<file path="config.mk">
export PLATFORM = sky130hd
export DESIGN_NAME = cluster_evt_unit
export DESIGN_NICKNAME = d
export VERILOG_FILES = /design/src/rtl/cluster_evt_pkg.sv /design/src/rtl/core_wait_fsm.sv /design/src/rtl/evt_pulse_gen.sv /design/src/rtl/monclr_hs.sv /design/src/rtl/cluster_evt_unit.sv
export SDC_FILE = /design/constraint.sdc
export NUM_CORES = 1
export LEC_CHECK = 0
export CAP_MARGIN = 40
export CORE_MARGIN = 3
export CORE_UTILIZATION = 37
export DETAILED_ROUTE_END_ITERATION = 6
export PLACE_DENSITY = 0.81
export SETUP_SLACK_MARGIN = 0.4
export SYNTH_ARGS = -nofsm -noshare
export SYNTH_HDL_FRONTEND = slang
export SYNTH_SLANG_ARGS = --single-unit
</file>
<file path="constraint.sdc">
create_clock -name clk -period 1.5 [get_ports clk]
set_input_delay 0.375 -clock clk [delete_from_list [all_inputs] [get_ports clk]]
set_output_delay 0.375 -clock clk [all_outputs]
set_load 0.03 [all_outputs]
</file>
<file path="src/rtl/cluster_evt_pkg.sv">
package cluster_evt_pkg;

  typedef enum logic [1:0] {
    CS_RUN = 2'd0,
    CS_WFI = 2'd1,
    CS_WFE = 2'd2
  } core_st_e;

  // Next wait state of one core; pend = stored flag or event in this cycle
  function automatic core_st_e core_next(core_st_e st, logic wfi, logic wfe,
                                         logic pend, logic irq, logic lwk,
                                         logic bcast);
    core_st_e nx;
    nx = st;
    case (st)
      CS_RUN: begin
        if (wfi)              nx = CS_WFI;
        else if (wfe && !pend) nx = CS_WFE;
      end
      CS_WFI: if (irq) nx = CS_RUN;
      CS_WFE: if (irq || lwk || bcast) nx = CS_RUN;
      default: nx = CS_RUN;
    endcase
    return nx;
  endfunction

  // Next value of the per-core pending-event flag
  function automatic logic evt_next(core_st_e st, logic evt, logic wfi,
                                    logic wfe, logic bcast);
    logic nx;
    case (st)
      CS_RUN:  nx = (!wfi && wfe && (evt || bcast)) ? 1'b0 : (evt || bcast);
      CS_WFI:  nx = evt || bcast;
      default: nx = evt;  // an event reaching event-wait is used by the wake
    endcase
    return nx;
  endfunction

  function automatic int unsigned cnt_width(int unsigned len);
    return (len < 1) ? 1 : $clog2(len + 1);
  endfunction

endpackage

</file>
<file path="src/rtl/core_wait_fsm.sv">
module core_wait_fsm
  import cluster_evt_pkg::*;
(
  input  logic clk,
  input  logic rst_n,
  input  logic wfi_req,
  input  logic wfe_req,
  input  logic sev_req,
  input  logic irq_wake,
  input  logic local_wake,
  input  logic hk_any,
  input  logic bcast_evt,
  output logic sev_valid,
  output logic clk_en,
  output logic standby_wfi,
  output logic standby_wfe
);

  core_st_e st_q, st_d;
  logic     evt_q, evt_d;
  logic     running;
  logic     wfi_take, wfe_sleep, wfe_skip, wake_now;

  assign running   = (st_q == CS_RUN);
  assign wfi_take  = running && wfi_req;
  assign wfe_skip  = running && !wfi_req && wfe_req && (evt_q || bcast_evt);
  assign wfe_sleep = running && !wfi_req && wfe_req && !(evt_q || bcast_evt);
  assign wake_now  = !running && (st_d == CS_RUN);

  always_comb begin
    st_d  = core_next(st_q, wfi_req, wfe_req, evt_q || bcast_evt,
                      irq_wake, local_wake, bcast_evt);
    evt_d = evt_next(st_q, evt_q, wfi_req, wfe_req, bcast_evt);
  end

  always_ff @(posedge clk) begin
    if (!rst_n) begin
      st_q  <= CS_RUN;
      evt_q <= 1'b0;
    end else begin
      st_q  <= st_d;
      evt_q <= evt_d;
    end
  end

  assign sev_valid   = running && sev_req;
  assign clk_en      = running || hk_any;
  assign standby_wfi = (st_q == CS_WFI);
  assign standby_wfe = (st_q == CS_WFE);


  wfi_entry_chk: assert property (@(posedge clk) disable iff (!rst_n)
    wfi_take |=> standby_wfi);


  wfe_skip_chk: assert property (@(posedge clk) disable iff (!rst_n)
    wfe_skip |=> !standby_wfe && !evt_q);


  wfe_entry_chk: assert property (@(posedge clk) disable iff (!rst_n)
    wfe_sleep |=> standby_wfe);


  wfi_hold_chk: assert property (@(posedge clk) disable iff (!rst_n)
    (standby_wfi && !irq_wake) |=> standby_wfi);


  wfe_wake_chk: assert property (@(posedge clk) disable iff (!rst_n)
    (standby_wfe && bcast_evt) |=> (!standby_wfe && !evt_q));


  hk_keeps_sleep_chk: assert property (@(posedge clk) disable iff (!rst_n)
    (standby_wfe && hk_any && !irq_wake && !local_wake && !bcast_evt)
      |=> standby_wfe);


  sleep_sev_chk: assert property (@(posedge clk) disable iff (!rst_n)
    (standby_wfi || standby_wfe) |-> !sev_valid);


  evt_store_chk: assert property (@(posedge clk) disable iff (!rst_n)
    (bcast_evt && (standby_wfi || (running && !wfe_req))) |=> evt_q);


  wake_flag_chk: assert property (@(posedge clk) disable iff (!rst_n)
    wake_now |=> clk_en);

endmodule

</file>
<file path="src/rtl/evt_pulse_gen.sv">
module evt_pulse_gen
  import cluster_evt_pkg::*;
#(
  parameter int unsigned PULSE_LEN = 3
) (
  input  logic clk,
  input  logic rst_n,
  input  logic trig,
  output logic pulse
);

  localparam int unsigned CNT_W = cnt_width(PULSE_LEN);

  logic [CNT_W-1:0] cnt_q;

  always_ff @(posedge clk) begin
    if (!rst_n)             cnt_q <= '0;
    else if (trig)          cnt_q <= CNT_W'(PULSE_LEN);
    else if (cnt_q != '0)   cnt_q <= cnt_q - 1'b1;
  end

  assign pulse = (cnt_q != '0);


  pulse_start_chk: assert property (@(posedge clk) disable iff (!rst_n)
    trig |=> pulse);


  pulse_end_chk: assert property (@(posedge clk) disable iff (!rst_n)
    $fell(pulse) |-> ($past(cnt_q) == CNT_W'(1)));

endmodule

</file>
<file path="src/rtl/monclr_hs.sv">
module monclr_hs (
  input  logic clk,
  input  logic rst_n,
  input  logic req,
  output logic ack,
  output logic start
);

  logic ack_q;

  always_ff @(posedge clk) begin
    if (!rst_n) ack_q <= 1'b0;
    else        ack_q <= req;
  end

  assign ack   = ack_q;
  assign start = req && !ack_q;

  // input rule: request held until acknowledged
  req_hold_chk: assert property (@(posedge clk) disable iff (!rst_n)
    (req && !ack) |=> req);

  // input rule: new request only once acknowledge has dropped
  req_rearm_chk: assert property (@(posedge clk) disable iff (!rst_n)
    (!req && ack) |=> !req);


  ack_fall_chk: assert property (@(posedge clk) disable iff (!rst_n)
    $fell(ack) |-> !$past(req));

endmodule

</file>
<file path="src/rtl/cluster_evt_unit.sv">
module cluster_evt_unit
  import cluster_evt_pkg::*;
#(
  parameter int unsigned N_CORES   = 4,
  parameter int unsigned PULSE_LEN = 3
) (
  input  logic               clk,
  input  logic               rst_n,
  input  logic [N_CORES-1:0] wfi_req,
  input  logic [N_CORES-1:0] wfe_req,
  input  logic [N_CORES-1:0] sev_req,
  input  logic [N_CORES-1:0] irq_wake,
  input  logic [N_CORES-1:0] local_wake,
  input  logic [N_CORES-1:0] snoop_req,
  input  logic [N_CORES-1:0] maint_req,
  input  logic [N_CORES-1:0] dbg_req,
  input  logic               event_in,
  input  logic               mon_clr_req,
  output logic [N_CORES-1:0] core_clk_en,
  output logic [N_CORES-1:0] standby_wfi,
  output logic [N_CORES-1:0] standby_wfe,
  output logic               event_out,
  output logic               mon_clr_ack
);

  logic [N_CORES-1:0] sev_valid;
  logic [N_CORES-1:0] hk_any;
  logic               sev_any;
  logic               mc_start;
  logic               bcast_evt;

  assign hk_any    = snoop_req | maint_req | dbg_req;
  assign sev_any   = |sev_valid;
  assign bcast_evt = sev_any || event_in || mc_start;

  monclr_hs u_hs (
    .clk   (clk),
    .rst_n (rst_n),
    .req   (mon_clr_req),
    .ack   (mon_clr_ack),
    .start (mc_start)
  );

  evt_pulse_gen #(.PULSE_LEN(PULSE_LEN)) u_pulse (
    .clk   (clk),
    .rst_n (rst_n),
    .trig  (sev_any),
    .pulse (event_out)
  );

  for (genvar c = 0; c < N_CORES; c++) begin : g_core
    core_wait_fsm u_core (
      .clk         (clk),
      .rst_n       (rst_n),
      .wfi_req     (wfi_req[c]),
      .wfe_req     (wfe_req[c]),
      .sev_req     (sev_req[c]),
      .irq_wake    (irq_wake[c]),
      .local_wake  (local_wake[c]),
      .hk_any      (hk_any[c]),
      .bcast_evt   (bcast_evt),
      .sev_valid   (sev_valid[c]),
      .clk_en      (core_clk_en[c]),
      .standby_wfi (standby_wfi[c]),
      .standby_wfe (standby_wfe[c])
    );
  end

  // other broadcast sources leave the pulse alone
  evt_src_chk: assert property (@(posedge clk) disable iff (!rst_n)
    (!event_out && !sev_any) |=> !event_out);


  one_state_chk: assert property (@(posedge clk) disable iff (!rst_n)
    (standby_wfi & standby_wfe) == '0);

endmodule

</file>
==> flow_summary_export.csv <==
group,metric,value,unit
placement,dp_hpwl,1950,um
route,wl_per_cell,16.2,um
critical_path,reg2regPathDepth,6,
power,seq_power_share,0.419,
finish,n_fill_cell,118,
min_path,hold_start,"g_core[1].u_core.st_q[1]",
timing,slew_headroom,0.685,
synth,yosys-top-cells-count,"dfxtp_1 (15), buf_4 (12), nor3_1 (11)",
timing,slew_violations,0,
min_path,min_to,"g_core[1].u_core.st_q[0]",
power,clockPowerShare,0.228,
power,leakage,0.000746,uW
run_status,outcome,"complete, but fails checks",
synth,synth_cells,101,
route,drt_wl_total,3220,um
clocking,cts_buffer_depth,2,
floorplanning,die_x,54.2,um
min_path,hold_path.class,"reg2reg",
power,fin_total_pwr,1070,uW
floorplanning,start_util,0.413,
critical_path,startpoint_type,"register",
clocking,cts_hold_buf,0,
placement,place.gp.congestion,0.750,
timing,tightest_slew,473,ps
finish,finalInstanceArea,0.00178,mm^2
synth,synth_edf_count,0,
route,drtAntennaViolNets,0,
synth,synthDominantCellAreaShare,0.349,
placement,port_buffers,49,
synth,netlist_area,860,um^2
synth,yosys_warnings,0,
clocking,h-tree-depth,1,
timing,fmax,613,MHz
synth,ys.flop_type,"dfxtp_1",
synth,ys_async_sr_fraction,0,
power,pwr_density_cell,603,mW/mm^2
critical_path,cp.arrival,1260,ps
finish,finalNetCount,210,
route,first_iter_violations,19,
route,via_per_inst,5.23,
min_path,holdPathStages,1,
synth,synthTopCellsByArea,"dfxtp_1 (35%), buf_4 (10%), nor3_1 (6.4%)",
floorplanning,core,0.00208,mm^2
timing,fin_crit_sh,1.09,
synth,ys_seq_elements,15,
global_route,grt_use_total,0.207,
finish,area_growth_syn_to_layout,107,%
timing,fin_worst_skew,6.77,ps
timing,layout_setup_ws,-131,ps
global_route,grt_pass1_vias,1055,
critical_path,r2r_start,"g_core[2].u_core.st_q[0]",
run,drv_cap,0,
critical_path,cp.required,1120,ps
critical_path,r2r-end,"u_pulse.cnt_q[1]",
synth,synth.most_common_cell,"dfxtp_1",
route,drc_errors,0,
finish,ff_latch_area,329,um^2
synth,synth.yosys.seq_area_share,0.349,
placement,placed_area,0.00137,mm^2
floorplanning,die_y,54.2,um
route,vias,1040,
floorplanning,num_io_pins,50,
power,p_sw,332,uW
global_route,overflow,0,
critical_path,r2r_slack,-80,ps
finish,multi_input_area,644,um^2
critical_path,critPathKind,"reg2out",
clocking,cts_root_buffer,"clkbuf_4",
clocking,clk_latency,290,ps
placement,placed_cells,172,
power,swShare,0.310,
clocking,cts_tree,"built",
global_route,grt_pass1_wl,4400,um
finish,n_antenna_cell,0,
clocking,path_clk_slew,100,ps
critical_path,cp-end-kind,"output port",
finish,drive_above_1_share,0.570,
route,firstDrtPassIters,4,
power,p_comb_frac,0.354,
power,p_int,739,uW
global_route,antenna_found_initial,0,
synth,syn-mean-instance-area,8.51,um^2
timing,min_period,1630,ps
timing,grt_setup_unrepaired,"yes",
power,peakVddDrop,0.599,mV
synth,syn-num-nets,138,
global_route,grt_max_degree,10,
timing,final-hold-violation-count,0,
floorplanning,design.die.area,0.00294,mm^2
timing,setup_viol,5,
clocking,cts.sink_count,15,
floorplanning,fp-row-count,16,
synth,synth.distinct_cells,27,
run_status,violations,"setup timing",
synth,synth_area_leader_cell,"dfxtp_1",
critical_path,cp_max_fo,2,
clocking,numCtsBuffers,3,
finish,stdcell_count,199,
## worst max-delay path, cell delays in order, from the launching register on
cell	delay [ps]
dfxtp_2	360
nor2_2	40
or4_4	410
buf_6	150
## registers in the layout (all words and copies together) (netlist names)
name / count
g_core.u_core.evt_q: 4
u_pulse.cnt_q: 2
g_core.u_core.st_q: 8
u_hs.ack: 1
## cells by family (layout without fill, tap and decap cells)
family,after synthesis,in the layout,share of synthesized area
buffers and inverters,17,88,0.127
DFF,15,15,0.349
muxes,1,1,0.0116
xor gates and xnor gates,1,1,0.0102
AOI/OAI and AO/OA,20,20,0.179
adders and majority gates,1,1,0.0146
and+or+nand+nor,46,46,0.309
## worst max-delay path by stage
| stage | startpoint | to | depth (start not counted) |
|---|---|---|---|
| floorplan | maint_req[2] | core_clk_en[2] | 2 |
| global placement | maint_req[2] | core_clk_en[2] | 3 |
| detailed placement | maint_req[2] | core_clk_en[2] | 3 |
| CTS | g_core[2].u_core.st_q[0] | core_clk_en[2] | 3 |
| global route | g_core[2].u_core.st_q[0] | core_clk_en[2] | 3 |
| finish | g_core[2].u_core.st_q[0] | core_clk_en[2] | 3 |
## power by group through the flow
stage	sequential (uW)	combinational, uW	clock, uW
3_3_place_gp	452	284	0
5_1_grt	451	403	264
4_1_cts	443	348	239
3_5_place_dp	453	294	0
6_report	448	379	244
2_1_floorplan	452	146	0
## timing repair
action / CTS / global route
setup buffers: 15 / 8
gates resized for setup: 101 / 16
setup endpoints to repair: 28 / 25
pin swaps: 14 / 5
## through the flow
step	util	hold WS [ps]	TNS, ps	setup slack (ps)
2_1_floorplan	-	482	0	89.4
3_3_place_gp	0.659	532	-2810	-767
3_5_place_dp	0.659	539	-3210	-778
4_1_cts	0.793	483	-136	-116
5_1_grt	0.853	511	-673	-173
6_report	0.853	493	-268	-131
## per-layer routing
metal | global-route usage | part of all wire | vias to the layer above
li1 | - | - | 501
met1 | 0.210 | 0.35 | 496
met2 | 0.422 | 0.59 | 35
met3 | 0.0360 | 0.046 | 8
met4 | 0.0456 | 0.015 | 0
met5 | 0 | 0 | -
## area by class of cell
cell class / count / share of cell area
Tap cell: 27 / 0.0190
Multi-Input combinational cell: 69 / 0.363
Sequential cell: 15 / 0.185
Clock buffer: 3 / 0.0127
Timing Repair Buffer: 79 / 0.407
Inverter: 5 / 0.0106
Clock inverter: 1 / 0.00282
## layout by cell type (no fill, tap or decap), types with 2 or more instances in the layout
| cell type | count |
|---|---|
| or4b_4 | 3 |
| dlygate4sd2_1 | 8 |
| clkbuf_4 | 3 |
| a21oi_1 | 5 |
| dfxtp_1 | 4 |
| dfxtp_2 | 5 |
| inv_2 | 4 |
| clkdlybuf4s50_1 | 15 |
| nor2_1 | 9 |
| nor2b_1 | 4 |
| nand3_2 | 2 |
| a2111oi_0 | 2 |
| nor2b_4 | 3 |
| a2bb2oi_2 | 3 |
| buf_6 | 19 |
| buf_2 | 4 |
| nor3_1 | 4 |
| and2b_1 | 2 |
| dfxtp_4 | 6 |
| buf_4 | 25 |
| nor3_2 | 7 |
| nand2b_1 | 3 |
| nor3b_4 | 2 |
| a2111oi_4 | 2 |
| clkdlybuf4s15_1 | 8 |
| o21ai_2 | 3 |
No activity file was read; power rests on OpenSTA's default activity.
